==> src/rtl/codec_seq_pkg.sv <==
package codec_seq_pkg;

  localparam int unsigned REG_AW  = 8;
  localparam int unsigned REG_DW  = 8;
  localparam int unsigned N_WR    = 6;
  localparam int unsigned IDX_W   = $clog2(N_WR);
  localparam int unsigned IDX_REF = 4;   // reference power-up write
  localparam int unsigned IDX_PLL = 5;   // PLL enable write (last)

  typedef struct packed {
    logic [REG_AW-1:0] addr;
    logic [REG_DW-1:0] data;
  } wr_item_t;

  typedef enum logic [3:0] {
    ST_IDLE,
    ST_RST,
    ST_ISSUE,
    ST_WAITW,
    ST_SETTLE,
    ST_LOCK,
    ST_DETECT,
    ST_DONE,
    ST_ERR
  } seq_state_t;

  // Ordered bring-up script; the order is behaviour and must not change.
  function automatic wr_item_t script_item(input logic [IDX_W-1:0] idx);
    wr_item_t it;
    case (idx)
      3'd0:    it = '{addr: 8'h00, data: 8'h00};  // dummy access after reset
      3'd1:    it = '{addr: 8'h01, data: 8'h08};  // master mode selected
      3'd2:    it = '{addr: 8'h05, data: 8'h6B};  // PLL reference and rate
      3'd3:    it = '{addr: 8'h06, data: 8'h0B};  // interface format
      3'd4:    it = '{addr: 8'h00, data: 8'h40};  // reference/regulator on
      default: it = '{addr: 8'h01, data: 8'h0C};  // PLL on, master kept
    endcase
    return it;
  endfunction

endpackage

==> src/rtl/seq_timer.sv <==
module seq_timer #(
  parameter int unsigned W = 20
) (
  input  logic         clk,
  input  logic         rst,
  input  logic         start,
  input  logic [W-1:0] len,
  output logic         expired
);

  logic [W-1:0] cnt_q;
  logic         run_q;

  // expired pulses exactly len cycles after the start edge
  always_ff @(posedge clk) begin
    if (rst) begin
      cnt_q   <= '0;
      run_q   <= 1'b0;
      expired <= 1'b0;
    end else begin
      expired <= 1'b0;
      if (start) begin
        cnt_q <= len;
        run_q <= 1'b1;
      end else if (run_q) begin
        if (cnt_q <= W'(1)) begin
          run_q   <= 1'b0;
          expired <= 1'b1;
        end else begin
          cnt_q <= cnt_q - W'(1);
        end
      end
    end
  end

  p_run_nonzero_r5: assert property (@(posedge clk) disable iff (rst)
    run_q |-> (cnt_q != '0));

  p_start_len_r5: assert property (@(posedge clk) disable iff (rst)
    start |-> (len != '0));

endmodule

==> src/rtl/seq_wr_port.sv <==
module seq_wr_port
  import codec_seq_pkg::*;
(
  input  logic              clk,
  input  logic              rst,
  input  logic              issue,
  input  wr_item_t          item,
  input  logic              wr_ready,
  output logic              wr_valid,
  output logic [REG_AW-1:0] wr_addr,
  output logic [REG_DW-1:0] wr_data,
  output logic              xfer_done
);

  always_ff @(posedge clk) begin
    if (rst) begin
      wr_valid  <= 1'b0;
      wr_addr   <= '0;
      wr_data   <= '0;
      xfer_done <= 1'b0;
    end else begin
      xfer_done <= 1'b0;
      if (wr_valid) begin
        if (wr_ready) begin
          wr_valid  <= 1'b0;
          xfer_done <= 1'b1;
        end
      end else if (issue) begin
        wr_valid <= 1'b1;
        wr_addr  <= item.addr;
        wr_data  <= item.data;
      end
    end
  end

  p_hold_stable_r4: assert property (@(posedge clk) disable iff (rst)
    (wr_valid && !wr_ready) |=> (wr_valid && $stable(wr_addr) && $stable(wr_data)));

  p_issue_when_free_r4: assert property (@(posedge clk) disable iff (rst)
    issue |-> !wr_valid);

  p_done_after_hs_r4: assert property (@(posedge clk) disable iff (rst)
    xfer_done |-> (!wr_valid && $past(wr_valid) && $past(wr_ready)));

endmodule

==> src/rtl/seq_edge_det.sv <==
module seq_edge_det #(
  parameter int unsigned TARGET = 4
) (
  input  logic clk,
  input  logic rst,
  input  logic clear,
  input  logic enable,
  input  logic fclk_in,
  output logic hit
);

  localparam int unsigned CW = $clog2(TARGET + 1);

  logic [1:0]    sync_q;
  logic          prev_q;
  logic          rise;
  logic [CW-1:0] cnt_q;

  always_ff @(posedge clk) begin
    if (rst) begin
      sync_q <= '0;
      prev_q <= 1'b0;
    end else begin
      sync_q <= {sync_q[0], fclk_in};
      prev_q <= sync_q[1];
    end
  end

  assign rise = sync_q[1] & ~prev_q;

  always_ff @(posedge clk) begin
    if (rst || clear) begin
      cnt_q <= '0;
      hit   <= 1'b0;
    end else begin
      if (enable && rise && (cnt_q < CW'(TARGET)))
        cnt_q <= cnt_q + CW'(1);
      hit <= enable && (cnt_q == CW'(TARGET));
    end
  end

  p_cnt_bound_r7: assert property (@(posedge clk) disable iff (rst)
    cnt_q <= CW'(TARGET));

  p_idle_no_count_r6: assert property (@(posedge clk) disable iff (rst)
    (!enable && !clear) |=> $stable(cnt_q));

endmodule

==> src/rtl/codec_pwrup_seq.sv <==
module codec_pwrup_seq
  import codec_seq_pkg::*;
#(
  parameter int unsigned RST_LOW_CYC     = 32,
  parameter int unsigned VREF_SETTLE_CYC = 250_100,
  parameter int unsigned PLL_LOCK_CYC    = 625_000,
  parameter int unsigned DETECT_WIN_CYC  = 100_000,
  parameter int unsigned FCLK_EDGES      = 4
) (
  input  logic       clk,
  input  logic       rst,
  input  logic       start,
  output logic       mclk_en,
  output logic       codec_pdn_n,
  output logic       wr_valid,
  output logic [7:0] wr_addr,
  output logic [7:0] wr_data,
  input  logic       wr_ready,
  input  logic       fclk,
  output logic       done,
  output logic       err
);

  localparam int unsigned MAX_A   = (RST_LOW_CYC > VREF_SETTLE_CYC) ? RST_LOW_CYC : VREF_SETTLE_CYC;
  localparam int unsigned MAX_B   = (PLL_LOCK_CYC > DETECT_WIN_CYC) ? PLL_LOCK_CYC : DETECT_WIN_CYC;
  localparam int unsigned MAX_LEN = (MAX_A > MAX_B) ? MAX_A : MAX_B;
  localparam int unsigned TW      = $clog2(MAX_LEN + 1);

  seq_state_t      state_q;
  logic [IDX_W-1:0] idx_q;
  logic            tmr_start_q;
  logic [TW-1:0]   tmr_len_q;
  logic            tmr_exp;
  logic            issue_q;
  logic            xfer_done;
  logic            det_clear_q;
  logic            det_en;
  logic            det_hit;
  logic            accept_start;
  wr_item_t        cur_item;

  assign cur_item     = script_item(idx_q);
  assign det_en       = (state_q == ST_DETECT);
  assign accept_start = start && ((state_q == ST_IDLE) || (state_q == ST_DONE) || (state_q == ST_ERR));

  seq_timer #(.W(TW)) u_timer (
    .clk     (clk),
    .rst     (rst),
    .start   (tmr_start_q),
    .len     (tmr_len_q),
    .expired (tmr_exp)
  );

  seq_wr_port u_wr (
    .clk       (clk),
    .rst       (rst),
    .issue     (issue_q),
    .item      (cur_item),
    .wr_ready  (wr_ready),
    .wr_valid  (wr_valid),
    .wr_addr   (wr_addr),
    .wr_data   (wr_data),
    .xfer_done (xfer_done)
  );

  seq_edge_det #(.TARGET(FCLK_EDGES)) u_det (
    .clk     (clk),
    .rst     (rst),
    .clear   (det_clear_q),
    .enable  (det_en),
    .fclk_in (fclk),
    .hit     (det_hit)
  );

  always_ff @(posedge clk) begin
    if (rst) begin
      state_q     <= ST_IDLE;
      idx_q       <= '0;
      tmr_start_q <= 1'b0;
      tmr_len_q   <= '0;
      issue_q     <= 1'b0;
      det_clear_q <= 1'b0;
      mclk_en     <= 1'b0;
      codec_pdn_n <= 1'b0;
      done        <= 1'b0;
      err         <= 1'b0;
    end else begin
      tmr_start_q <= 1'b0;
      issue_q     <= 1'b0;
      det_clear_q <= 1'b0;
      if (accept_start) begin
        state_q     <= ST_RST;
        idx_q       <= '0;
        mclk_en     <= 1'b1;
        codec_pdn_n <= 1'b0;
        done        <= 1'b0;
        err         <= 1'b0;
        tmr_start_q <= 1'b1;
        tmr_len_q   <= TW'(RST_LOW_CYC);
      end else begin
        unique case (state_q)
          ST_RST: if (tmr_exp) begin
            codec_pdn_n <= 1'b1;
            state_q     <= ST_ISSUE;
          end
          ST_ISSUE: begin
            issue_q <= 1'b1;
            state_q <= ST_WAITW;
          end
          ST_WAITW: if (xfer_done) begin
            if (idx_q == IDX_W'(IDX_PLL)) begin
              state_q     <= ST_LOCK;
              tmr_start_q <= 1'b1;
              tmr_len_q   <= TW'(PLL_LOCK_CYC);
            end else begin
              idx_q <= idx_q + IDX_W'(1);
              if (idx_q == IDX_W'(IDX_REF)) begin
                state_q     <= ST_SETTLE;
                tmr_start_q <= 1'b1;
                tmr_len_q   <= TW'(VREF_SETTLE_CYC);
              end else begin
                state_q <= ST_ISSUE;
              end
            end
          end
          ST_SETTLE: if (tmr_exp) state_q <= ST_ISSUE;
          ST_LOCK: if (tmr_exp) begin
            state_q     <= ST_DETECT;
            det_clear_q <= 1'b1;
            tmr_start_q <= 1'b1;
            tmr_len_q   <= TW'(DETECT_WIN_CYC);
          end
          ST_DETECT: begin
            if (det_hit) begin
              state_q <= ST_DONE;
              done    <= 1'b1;
            end else if (tmr_exp) begin
              state_q <= ST_ERR;
              err     <= 1'b1;
            end
          end
          default: ;
        endcase
      end
    end
  end

  p_flags_excl_r7: assert property (@(posedge clk) disable iff (rst)
    !(done && err));

  p_no_write_in_pdn_r2: assert property (@(posedge clk) disable iff (rst)
    !codec_pdn_n |-> !wr_valid);

  p_mclk_on_write_r3: assert property (@(posedge clk) disable iff (rst)
    wr_valid |-> mclk_en);

  p_done_sticky_r7: assert property (@(posedge clk) disable iff (rst)
    (done && !start) |=> done);

  p_err_sticky_r8: assert property (@(posedge clk) disable iff (rst)
    (err && !start) |=> err);

  p_busy_start_ignored_r9: assert property (@(posedge clk) disable iff (rst)
    (start && codec_pdn_n && !done && !err && (state_q != ST_IDLE)) |=> codec_pdn_n);

  p_restart_clears_r10: assert property (@(posedge clk) disable iff (rst)
    ((done || err) && start) |=> (!done && !err && !codec_pdn_n));

endmodule

==> config.mk <==
export PLATFORM = sky130hd
export DESIGN_NAME = codec_pwrup_seq
export DESIGN_NICKNAME = d
export VERILOG_FILES = /design/src/rtl/codec_seq_pkg.sv /design/src/rtl/seq_timer.sv /design/src/rtl/seq_wr_port.sv /design/src/rtl/seq_edge_det.sv /design/src/rtl/codec_pwrup_seq.sv
export SDC_FILE = /design/constraint.sdc
export NUM_CORES = 1
export LEC_CHECK = 0
export BUFFER_PORTS_ARGS = -buffer_cell sky130_fd_sc_hd__buf_2
export CORE_UTILIZATION = 43
export CTS_CLUSTER_DIAMETER = 200
export DETAILED_ROUTE_END_ITERATION = 7
export GPL_TIMING_DRIVEN = 1
export PLACE_DENSITY = 0.62
export SYNTH_ARGS = -nofsm -noshare
export SYNTH_HDL_FRONTEND = slang
export SYNTH_HIERARCHICAL = 1
export SYNTH_SLANG_ARGS = --single-unit
==> constraint.sdc <==
create_clock -name clk -period 5.7 [get_ports clk]
set_input_delay 0.285 -clock clk [delete_from_list [all_inputs] [get_ports clk]]
set_output_delay 0.285 -clock clk [all_outputs]
set_load 0.005 [all_outputs]
==> results.toml <==
[status]
status = "finished clean"

[placement]
placedCellCount = 504
dp_hpwl_mm = 4.59
finalWeightedCongestion = 0.793
port-buffer-count = 25

[drt]
vias = 2747
routedWlPerCell_um = 13.1
totalWireLength_mm = 6.81
detailedRoute.firstPassIterationCount = 4
drt-vias-per-instance = 5.28
final_antenna_net_count = 0
drc_errors = 0
dr.first_iter.drc_count = 128

[critical_path]
crit_path_top_delay_cell = "dfxtp_1"
worstPathArrival_ns = 2.72
reg2reg_setup_slack_ns = 3.21
critical_path_depth = 7
cp-end-kind = "register"
cpPeakStageDelay_ns = 0.43
path_delay_family = "compound AO/OA/AOI/OAI gates"
worstRegToRegCells = 7
ff_to_ff_end = "u_timer/cnt_q[6]"
cp_num_buf_inv = 1
worstReg2RegStart = "u_timer/cnt_q[0]"
setup.worst_path.end = "u_timer/cnt_q[6]"
cp_cell_sequence = "inv_1 -> ha_1 -> o21bai_1 -> and4bb_2 -> a21boi_1 -> a211oi_1 -> a2111oi_2"
worst_endpoint_required_time_ns = 5.93
worst_setup_path_class = "reg2reg"
worst-path-max-fanout = 11
startpoint_type = "register"
setup.worst_path.start = "u_timer/cnt_q[0]"

[synthesis]
top_area_cells_in_the_synthesized_netlist = "dfxtp_1 38%, nand4bb_1 5.3%, nand2b_1 3.7%"
yosys.area.top_type = "dfxtp_1"
commonest_cells_in_the_synthesized_netlist = "68 x dfxtp_1, 34 x nor2_1, 21 x nand2_1, 21 x nand2b_1, 17 x nand4bb_1"
synth.ff_latch_count = 68
ys.warnings.count = 6
yosysUniqueCellTypes = 70
synth_top_flop_cell = "dfxtp_1"
post_synth_instance_area_um2 = 3590
syn-mean-instance-area_um2 = 9.24
post-synth-top-area-fraction = 0.379
syn_inst = 389
yosys.cell_count.top_type = "dfxtp_1"
edff_count_synth = 0
postSynth.asyncResetShare = 0
synth.yosys.seq_area_share = 0.379

[timing]
setup_violations = 0
grt_setup_unrepaired = "no"
timing_hold_violations_final = 0
final.period_utilization = 0.437
relSlewSlack = 0.374
period_needed_ns = 2.49
max_slew.worst_pin.slew_ns = 0.934
timing_max_transition_violations_final = 0
fin_tns_setup_ns = 0
max_clock_freq_mhz = 402
largest_clock_skew_in_the_final_design_ns = 0.00295

[pwr]
fraction_of_power_spent_switching_nets = 0.271
power_share_of_the_clock_group = 0.350
seqPwrFrac = 0.484
total_power_w = 0.00109
switchingPower_w = 0.000296
ir_worst_vdd_mv = 0.137
p_comb_frac = 0.166
intPower_w = 0.000794
pwr_per_cell_area_nw_per_um2 = 276
power.static_leakage_nw = 1.40

[final_layout]
post_route_cells_drive_above_1_share = 0.208
syn2layout_area_growth_pct = 9.95
layout.cells.non_filler = 520
antenna_cells = 0
n_fill_cell = 718
final_nets = 427

[floorplanning]
start_util = 0.456
floorplan.io_pins = 26
chipHeight_um = 93.4
core_area_um2 = 7890
die-width_um = 93.4
rows = 32
floorplan.die_area_um2 = 8730

[hold_path]
timing.hold.worst_path_depth = 2
path_category_of_the_worst_min_delay_check = "in2reg"

[clock_tree]
cts_max_path_buffers = 2
clock_tree_from_tritoncts = "yes"
clkSinkCount = 68
htreeDepth = 3
cts_resized = 0
tritoncts.num_buffers = 9
clock_latency_ns = 0.33
post-cts-setup-buffer-count = 0
buffer_type_at_the_clock_tree_root = "clkbuf_8"
clk_pin_slew_worst_paths_ns = 0.07
cts-hold-fix-buffers = 0

[global_route]
first_global_vias = 2593
antenna_found_initial = 0
grt_overflow = 0
grt_max_degree = 49
track_usage = 0.171
grt_pass1_wl_mm = 12.0

[flow_run]
max_cap_viol_count = 0
-- how the worst min path moves through the flow --
stage	to	from	slack [ns]
finish	u_wr/wr_valid	wr_ready	0.16
floorplan	state_q[0]	rst	0.35
detailed placement	u_det/sync_q[1]	u_det/sync_q[0]	0.44
global placement	u_det/sync_q[1]	u_det/sync_q[0]	0.43
global route	u_det/sync_q[0]	fclk	0.15
CTS	u_wr/wr_valid	wr_ready	0.14
-- layer usage --
layer / vias up / global-route usage / wire (µm)
li1: 1437 / - / -
met1: 1269 / 0.229 / 3490
met2: 37 / 0.271 / 3100
met3: 4 / 0.0488 / 159
met4: 0 / 0.0436 / 54
met5: - / 0 / 0
-- cell usage in the layout, fill, tap and decap left out, drive strengths merged, types with 17 or more instances in the layout --
cell type / netlist / final
a21oi: 18 / 18
buf: 11 / 26
dfxtp: 68 / 68
nand2: 21 / 21
nand2b: 22 / 22
nand4bb: 17 / 17
nor2: 42 / 42
nor3: 17 / 17
o21ai: 22 / 22
-- cells by family after synthesis --
logic type | share of synthesized area
other | 0.00104
xor gates and xnor gates | 0.0341
muxes | 0.0111
buffers and inverters | 0.0536
adders and majority gates | 0.0313
AOI/OAI and AO/OA | 0.188
DFF | 0.379
and+or+nand+nor | 0.302
-- sequential cells by signal, summed over array words and instances, names as in the netlist --
register,count
u_timer/cnt_q,20
u_wr/wr_addr,8
u_wr/wr_data,8
tmr_len_q,7
state_q,4
idx_q,3
u_det/cnt_q,3
u_det/sync_q,2
codec_pdn_n,1
det_clear_q,1
done,1
err,1
issue_q,1
mclk_en,1
tmr_start_q,1
u_det/hit,1
u_det/prev_q,1
u_timer/expired,1
u_timer/run_q,1
u_wr/wr_valid,1
u_wr/xfer_done,1
-- power by group through the flow --
stage / Sequential, W / Combinational (W) / Clock (W)
2_1_floorplan: 0.000528 / 0.000160 / 0
3_5_place_dp: 0.000537 / 0.000180 / 0
6_report: 0.000527 / 0.000181 / 0.000381
5_1_grt: 0.000530 / 0.000203 / 0.000418
3_3_place_gp: 0.000537 / 0.000177 / 0
4_1_cts: 0.000526 / 0.000181 / 0.000396
-- stage by stage --
step | cell area, µm² | utilization | setup slack (ns) | hold slack [ns]
after global routing | 3950 | 0.501 | 3.01 | 0.146
after floorplan | 3630 | - | 3.59 | 0.354
after global placement | 3750 | 0.476 | 3.34 | 0.432
after detailed placement | 3750 | 0.476 | 3.23 | 0.437
after CTS | 3950 | 0.501 | 3.20 | 0.140
final | 3950 | 0.501 | 3.21 | 0.156
-- final cells by class --
cell class	count	area, µm²	area share
Sequential cell	68	1360	0.344
Multi-Input combinational cell	294	2080	0.526
Inverter	14	52.6	0.0133
Timing Repair Buffer	26	133	0.0336
Tap cell	102	128	0.0323
Clock buffer	16	200	0.0506
Power figures use the tool's default switching activity.
